**config.mk**
```make
export PLATFORM = sky130hd
export DESIGN_NAME = pm_mode_ctrl
export DESIGN_NICKNAME = d
export VERILOG_FILES = /design/src/rtl/pm_pkg.sv /design/src/rtl/pm_src_decode.sv /design/src/rtl/pm_mode_fsm.sv /design/src/rtl/pm_status.sv /design/src/rtl/pm_mode_ctrl.sv
export SDC_FILE = /design/constraint.sdc
export NUM_CORES = 1
export LEC_CHECK = 0
export ABC_AREA = 0
export BUFFER_PORTS_ARGS = -buffer_cell sky130_fd_sc_hd__buf_2
export CAP_MARGIN = 20
export CORE_AREA = 4 4 41 43
export CTS_BUF_LIST = sky130_fd_sc_hd__clkbuf_4 sky130_fd_sc_hd__clkbuf_8
export CTS_CLUSTER_DIAMETER = 50
export DETAILED_ROUTE_END_ITERATION = 16
export DIE_AREA = 0 0 45 47
export HOLD_SLACK_MARGIN = 0.15
export SYNTH_ARGS = -nofsm -noshare
export SYNTH_HDL_FRONTEND = slang
export SYNTH_HIERARCHICAL = 1
export SYNTH_SLANG_ARGS = --single-unit
```
**constraint.sdc**
```tcl
create_clock -name clk -period 1.7 [get_ports clk]
set_input_delay 0.17 -clock clk [delete_from_list [all_inputs] [get_ports clk]]
set_output_delay 0.17 -clock clk [all_outputs]
set_load 0.01 [all_outputs]
```
**src/rtl/pm_pkg.sv**
```systemverilog
// Shared types for the power-managed mode controller.
// Assumes a two-bit source select. The enum codes double as the select
// encoding driven towards the clock switcher.
package pm_pkg;
    localparam int SEL_W = 2;

    typedef enum logic [SEL_W-1:0] {
        SRC_PRI = 2'b00,
        SRC_SEC = 2'b01,
        SRC_INT = 2'b10
    } src_e;

    typedef enum logic [1:0] {
        M_RUN    = 2'b00,
        M_SWITCH = 2'b01,
        M_IDLE   = 2'b10,
        M_SLEEP  = 2'b11
    } mode_e;
endpackage

```
**src/rtl/pm_src_decode.sv**
```systemverilog
// Maps the raw select field to a source and decides whether it may be
// entered. Assumes both internal codes (1x) mean the internal block.
module pm_src_decode
    import pm_pkg::*;
(
    input  logic [SEL_W-1:0] src_sel,
    input  logic             sec_osc_en,
    output src_e             want,
    output logic             sel_ok
);
    // Decode the requested source from the select field.
    always_comb begin
        unique case (src_sel)
            2'b00:   want = SRC_PRI;
            2'b01:   want = SRC_SEC;
            default: want = SRC_INT;
        endcase
    end

    // Refuse the secondary source when its oscillator is not enabled.
    assign sel_ok = !((src_sel == 2'b01) && !sec_osc_en);
endmodule

```
**src/rtl/pm_mode_fsm.sv**
```systemverilog
// Mode state machine. Holds the mode, the source actually clocking the
// device, and the target of a pending switch. Assumes the ready flags are
// synchronous to clk. The internal block is always usable (RC output).
module pm_mode_fsm
    import pm_pkg::*;
(
    input  logic  clk,
    input  logic  rst_n,
    input  logic  sleep_req,
    input  logic  idle_en,
    input  logic  wake,
    input  src_e  want,
    input  logic  sel_ok,
    input  logic  pri_ready,
    input  logic  sec_ready,
    output mode_e mode,
    output src_e  active,
    output src_e  target
);
    logic tgt_ready;

    // Ready flag of the pending target.
    always_comb begin
        unique case (target)
            SRC_PRI: tgt_ready = pri_ready;
            SRC_SEC: tgt_ready = sec_ready;
            default: tgt_ready = 1'b1;
        endcase
    end

    // Mode, running source and switch target update.
    always_ff @(posedge clk) begin
        if (!rst_n) begin
            mode   <= M_RUN;
            active <= SRC_PRI;
            target <= SRC_PRI;
        end else begin
            unique case (mode)
                M_RUN: begin
                    if (sleep_req) begin
                        mode <= idle_en ? M_IDLE : M_SLEEP;
                    end else if (sel_ok && (want != active)) begin
                        target <= want;
                        mode   <= M_SWITCH;
                    end
                end
                M_SWITCH: begin
                    if (tgt_ready) begin
                        active <= target;
                        mode   <= M_RUN;
                    end
                end
                default: begin
                    if (wake) begin
                        target <= sel_ok ? want : active;
                        mode   <= M_SWITCH;
                    end
                end
            endcase
        end
    end

    AST_IDLE_ENTRY: assert property (@(posedge clk) disable iff (!rst_n)
        (mode == M_RUN && sleep_req && idle_en) |=> (mode == M_IDLE));
    AST_SLEEP_ENTRY: assert property (@(posedge clk) disable iff (!rst_n)
        (mode == M_RUN && sleep_req && !idle_en) |=> (mode == M_SLEEP));
    AST_PENDING_HOLD: assert property (@(posedge clk) disable iff (!rst_n)
        (mode == M_SWITCH && !tgt_ready) |=> (mode == M_SWITCH && $stable(target)));
    AST_SEC_REFUSED: assert property (@(posedge clk) disable iff (!rst_n)
        (mode == M_RUN && !sleep_req && !sel_ok && active != SRC_SEC)
        |=> (mode == M_RUN && $stable(active)));
endmodule

```
**src/rtl/pm_status.sv**
```systemverilog
// Output stage: clock enables, primary shutdown request, source request
// and status flags. All are derived from the FSM registers, so they move
// on the edge after the event that changed the state.
module pm_status
    import pm_pkg::*;
(
    input  logic             clk,
    input  logic             rst_n,
    input  mode_e            mode,
    input  src_e             active,
    input  src_e             target,
    input  logic             int_ready,
    input  logic             pri_is_internal,
    output logic             core_clk_en,
    output logic             periph_clk_en,
    output logic             pri_osc_off,
    output logic [SEL_W-1:0] clk_src_req,
    output logic             pri_active,
    output logic             int_stable,
    output logic             sec_active
);
    logic asleep;
    logic pri_starting;

    assign asleep       = (mode == M_SLEEP);
    assign pri_starting = (mode == M_SWITCH) && (target == SRC_PRI);

    // Clock enables per mode.
    assign core_clk_en   = (mode == M_RUN) || (mode == M_SWITCH);
    assign periph_clk_en = !asleep;

    // Primary shutdown when it neither runs nor is being started.
    assign pri_osc_off = asleep || ((active != SRC_PRI) && !pri_starting);

    // Source for the switcher: target while pending, else the running one.
    assign clk_src_req = (mode == M_SWITCH) ? target : active;

    // Flags follow the source actually running.
    assign pri_active = (active == SRC_PRI) && !asleep;
    assign sec_active = (active == SRC_SEC);
    assign int_stable = int_ready && !asleep &&
                        ((active == SRC_INT) || ((active == SRC_PRI) && pri_is_internal));

    AST_FLAGS_EXCLUSIVE: assert property (@(posedge clk) disable iff (!rst_n)
        $onehot0({pri_active, sec_active}));
    AST_SLEEP_CLOCKS: assert property (@(posedge clk) disable iff (!rst_n)
        asleep |-> (!core_clk_en && !periph_clk_en && pri_osc_off));
    AST_RUN_ENABLES: assert property (@(posedge clk) disable iff (!rst_n)
        (mode == M_RUN) |-> (core_clk_en && periph_clk_en));
endmodule

```
**src/rtl/pm_mode_ctrl.sv**
```systemverilog
// Power-managed mode controller top. Decodes the select field, runs the
// mode FSM and drives enables and status flags. Oscillators and the
// interrupt logic that produces wake sit outside this block.
module pm_mode_ctrl
    import pm_pkg::*;
(
    input  logic             clk,
    input  logic             rst_n,
    input  logic [SEL_W-1:0] src_sel,
    input  logic             idle_en,
    input  logic             sleep_req,
    input  logic             sec_osc_en,
    input  logic             pri_ready,
    input  logic             sec_ready,
    input  logic             int_ready,
    input  logic             wake,
    input  logic             pri_is_internal,
    output logic             core_clk_en,
    output logic             periph_clk_en,
    output logic             pri_osc_off,
    output logic [SEL_W-1:0] clk_src_req,
    output logic             pri_active,
    output logic             int_stable,
    output logic             sec_active
);
    src_e  want;
    logic  sel_ok;
    mode_e mode;
    src_e  active;
    src_e  target;

    pm_src_decode u_dec (
        .src_sel    (src_sel),
        .sec_osc_en (sec_osc_en),
        .want       (want),
        .sel_ok     (sel_ok)
    );

    pm_mode_fsm u_fsm (
        .clk       (clk),
        .rst_n     (rst_n),
        .sleep_req (sleep_req),
        .idle_en   (idle_en),
        .wake      (wake),
        .want      (want),
        .sel_ok    (sel_ok),
        .pri_ready (pri_ready),
        .sec_ready (sec_ready),
        .mode      (mode),
        .active    (active),
        .target    (target)
    );

    pm_status u_sts (
        .clk             (clk),
        .rst_n           (rst_n),
        .mode            (mode),
        .active          (active),
        .target          (target),
        .int_ready       (int_ready),
        .pri_is_internal (pri_is_internal),
        .core_clk_en     (core_clk_en),
        .periph_clk_en   (periph_clk_en),
        .pri_osc_off     (pri_osc_off),
        .clk_src_req     (clk_src_req),
        .pri_active      (pri_active),
        .int_stable      (int_stable),
        .sec_active      (sec_active)
    );
endmodule

```
== Word-level counts from Yosys, hierarchy flattened ==
Cells that the tools add are included.
W data, S select, Z words.
Word-level totals
  flip-flop bits (word level): 6
  output and inout bits: 8
  word-level logic and storage cells: 54
Operators by class
  eq/ne operators: 11
  muxes and demuxes: 14
  bitwise logic cells: 1
  reduce and logical (&&, ||, !) cells: 25
Operators by type and width (number)
  $mux W2: 9
  $pmux W2 S2: 3
  $eq A2 B1 Y1 const B: 4
  $logic_and A1 B1 Y1: 8
  $logic_not A2 Y1: 4
  $eq A2 B2 Y1 const B: 2
  $logic_not A1 Y1: 4
  $ne A2 B1 Y1 const B: 2
  $reduce_and A4 Y1: 1
  $reduce_bool A2 Y1: 2
  $logic_or A1 B1 Y1: 3
  $ne A3 B2 Y1 const B: 1
  $reduce_and A3 Y1: 1
  $reduce_bool A3 Y1: 1
  $ne A2 B2 Y1: 1
  $ne A2 B2 Y1 const B: 1
  $pmux W1 S2: 1
  $reduce_and A2 Y1: 1
  $mux W1: 1
  $not A1 Y1: 1

== Logic depth before layout (Yosys ltp) ==
  word-level depth: 7
  mapped depth: 5

== Hierarchy ==
The synthesis kept the hierarchy.
By module, submodules not included
  pm_mode_fsm: instances 1, cells each 38, area each 347.8 um^2, sequential area each 120.1 um^2
  pm_status: instances 1, cells each 12, area each 93.8 um^2, sequential area each 0.0 um^2
  pm_src_decode: instances 1, cells each 3, area each 21.3 um^2, sequential area each 0.0 um^2

== Least setup slack after synthesis ==
Ideal clock, no wire load.
  kind: flip-flop to flip-flop
  from: register u_fsm.mode[0]
  to: register u_fsm.mode[0]
  arrival: 1.143 ns
  slack: 0.441 ns
  stages on the path, launching flop included: 5
  buffers on the path: 0
  period minus slack after synthesis: 1.259 ns
  cells stage by stage: dfxtp_1 -> or3b_1 -> o22ai_2 -> a211oi_1 -> a31o_1
On the way
  longest elaborated chain between the ends: 3
RTL lines
  from (decl): line pm_mode_fsm.sv:16  | output mode_e mode,
  from (signal assigned): line pm_mode_fsm.sv:41  | mode <= idle_en ? M_IDLE : M_SLEEP;
  $eq A2 B1 Y1 / $logic_not A2 Y1 (equally long branches): line pm_mode_fsm.sv:38  | unique case (mode)
  $ne A2 B1 Y1 (no line), or another cell as far along
  $reduce_and A3 Y1 (no line)
Several ways; a longest one is shown, not always the timed one.
A chain may end at the register's enable or synchronous reset.

== Worst setup path in the final report ==
  from: register u_fsm.mode[0]
  to: output clk_src_req[0]
On the way
  longest elaborated chain between the ends: 2
RTL lines
  $eq A2 B1 Y1: line pm_status.sv:36  | assign clk_src_req = (mode == M_SWITCH) ? target : active;
  $mux W2: line pm_status.sv:36
  to (decl): line pm_mode_ctrl.sv:21  | output logic [SEL_W-1:0] clk_src_req,
No other way between the ends.

==> results.py <==
metrics = {
    "logic_synthesis": {
        "synth_fp_nets": 65,
        "yosysWarnings": 6,
        "netlist-cell-type-count": 26,
        "synth_area_per_cell_um2": 8.735,
        "ys_seq_area_frac": 0.2595,
        "netlist_area_um2": 462.9,
        "synth_cells": 53,
        "synth-seq-cells": 6,
    },
    "grt": {
        "grt_usage": 0.1165,
        "grt_pass1_wl_mm": 1.773,
        "grt_pass1_vias": 431,
        "grt_most_used_layer": "met2",
        "use_met1": 0.1445,
        "grt_overflow_total": 0,
        "grt_max_degree": 13,
        "antenna_found_initial": 0,
        "grtUsageMet2": 0.1864,
        "grt.met3_usage": 0.05747,
    },
    "layout": {
        "n_antenna_cell": 0,
        "drive_above_1_share": 0.3867,
        "multi_input_area_um2": 331.6,
        "fill_cells": 149,
        "seqCellArea_um2": 120.1,
        "final_cell_mix": "19 x buf_2, 7 x o21ai_0, 6 x dfxtp_1",
        "final_common_cell": "buf_2",
        "nNetsFinal": 89,
        "synthToLayoutAreaGrowth_pct": 30.27,
    },
    "worst_setup_path": {
        "reg2reg_from": "u_fsm/mode[0]",
        "cp_max_fo": 11,
        "crit_chain": "nor2b_4 > mux2_4 > buf_2",
        "end_kind": "output port",
        "required_ns": 1.53,
        "rrSetupSlack_ns": 0.29,
        "worst_ep_arrival_time_ns": 1.44,
        "r2r_end": "u_fsm/mode[0]",
        "cp-start-kind": "flip-flop",
        "max_stage_delay_ns": 0.52,
        "crit_type": "reg2out",
        "crit_start": "u_fsm/mode[0]",
        "rr_worst_depth": 4,
        "slowest_stage": "dfxtp_1",
    },
    "sta": {
        "finalMaxSlewViolations": 0,
        "finalSetupViolations": 0,
        "fin_crit_sh": 0.9470,
        "hold_slack_ns": 0.2124,
        "fin_tns_setup_ns": 0,
        "rsz0062_at_grt": "no",
        "layout_setup_ws_ns": 0.09013,
        "max_freq_mhz": 621.2,
        "clock-skew-final_ns": 0.007283,
        "timing_hold_violations_final": 0,
        "worst_pin_slew_ns": 0.4510,
        "slew_headroom": 0.6990,
        "fin_crit_ns": 1.610,
    },
    "place": {
        "gp_congestion": 0.7776,
        "pre_cts_slack_ns": 0.2839,
        "portBuffers": 19,
        "hpwlAfterDp_um": 807.3,
    },
    "status": {
        "status": "completed",
    },
    "detailed_routing": {
        "ant_nets": 0,
        "vias_per_cell": 5.111,
        "vias": 460,
        "wl_mm": 1.110,
        "drtIter0Drc": 10,
        "dr.pass1.iters": 4,
        "wire_per_inst_um": 12.33,
        "drc": 0,
    },
    "clock_network": {
        "cts.path.max_buffers": 2,
        "root_buffer": "clkbuf_4",
        "post-cts-setup-buffers": 0,
        "cts_buffers": 3,
        "clk_pin_slew_ns": 0.05,
        "ctsHoldBuffers": 0,
        "cts.sinks": 6,
        "clk-insertion-delay-late_ns": 0.24,
        "cts_tree": "built",
        "post_cts_resized": 0,
        "cts_max_level": 1,
    },
    "die": {
        "die_h_um": 47,
        "rows": 13,
        "die_x_um": 45,
        "io_pins": 20,
        "core_area_mm2": 0.001301,
        "start_util": 0.3558,
        "dieArea_mm2": 0.002115,
    },
    "power": {
        "switching_share": 0.3251,
        "pwr-share-seq": 0.404,
        "power_density_mw_per_mm2": 802.0,
        "comb_power_share": 0.331,
        "cell_internal_pwr_uw": 326.5,
        "ir_drop_v": 0.0005203,
        "power_uw": 483.7,
        "switchingPower_uw": 157.2,
        "clkPwrFrac": 0.265,
        "leakage_uw": 0.0003013,
    },
    "worst_hold_path": {
        "hp-start": "rst_n",
        "hp-class": "in2reg",
        "hold_depth": 2,
        "hold_end": "u_fsm/target[0]",
    },
    "flow_run": {
        "maxCapViolCount": 0,
    },
}
==> critical path, delay by kind of cell (launching register included) <==
family	cells	cell delay, ns
DFF	1	0.52
and+or+nand+nor	1	0.24
muxes	1	0.30
buffers and inverters	1	0.14
==> logic make-up after synthesis <==
kind of cell / share of synthesized area
flip-flops: 0.2595
buffers and inverters: 0.02432
AO/OA/AOI/OAI: 0.2729
AND/OR/NAND/NOR: 0.2513
XOR/XNOR: 0.03784
multiplexers: 0.1541
==> state kept, by name, summed over array words and instances, names as in the netlist <==
signal / flops
u_fsm/mode: 2
u_fsm/active: 2
u_fsm/target: 2
==> synth_stat cells (all sizes together) <==
library cell,n,area (µm²)
and2b,1,8.760
a31o,1,8.760
o22ai,1,12.51
o311a,2,20.02
or3b,2,17.52
o21bai,1,7.510
and2,2,12.51
nor3,1,5.000
a21oi,1,5.000
inv,2,7.510
nor2,2,7.510
o21ai,8,40.03
nand2,3,11.26
nor2b,5,38.78
dfxtp,6,120.1
nor3b,2,15.01
a211oi,2,15.01
mux2i,3,30.03
xor2,2,17.52
mux2,3,41.29
o211a,1,10.01
clkbuf,1,3.750
a22oi,1,7.510
==> layer usage <==
layer,vias up,share of wire
li1,241,-
met1,208,0.46
met2,11,0.49
met3,0,0.051
met4,0,0
met5,-,0
==> per-stage QoR <==
stage          cell area, µm²  utilization  std cells
3_3_place_gp            580.6       0.4462         87
6_report                603.1       0.4635         90
5_1_grt                 603.1       0.4635         90
3_5_place_dp            580.6       0.4462         87
2_1_floorplan           462.9            -         53
4_1_cts                 603.1       0.4635         90
==> layout make-up <==
class / instances / area share
Inverter: 2 / 0.01245
Clock buffer: 3 / 0.03734
Multi-Input combinational cell: 44 / 0.5498
Sequential cell: 6 / 0.1992
Timing Repair Buffer: 20 / 0.1701
Tap cell: 15 / 0.03112
==> power by group through the flow <==
stage	logic [µW]	clock network (µW)	registers (µW)
after floorplan	115	0	187
after global placement	159	0	199
after detailed placement	159	0	198
after CTS	161	132	196
after global routing	179	148	199
final	160	128	195
==> worst max path at each step <==
stage	to	depth (start not counted)
global placement	u_fsm/target[1]	6
floorplan	u_fsm/mode[0]	4
detailed placement	u_fsm/target[1]	6
CTS	clk_src_req[0]	3
finish	clk_src_req[0]	3
global route	clk_src_req[0]	3
Note: power is estimated with default switching activity, not from simulation.
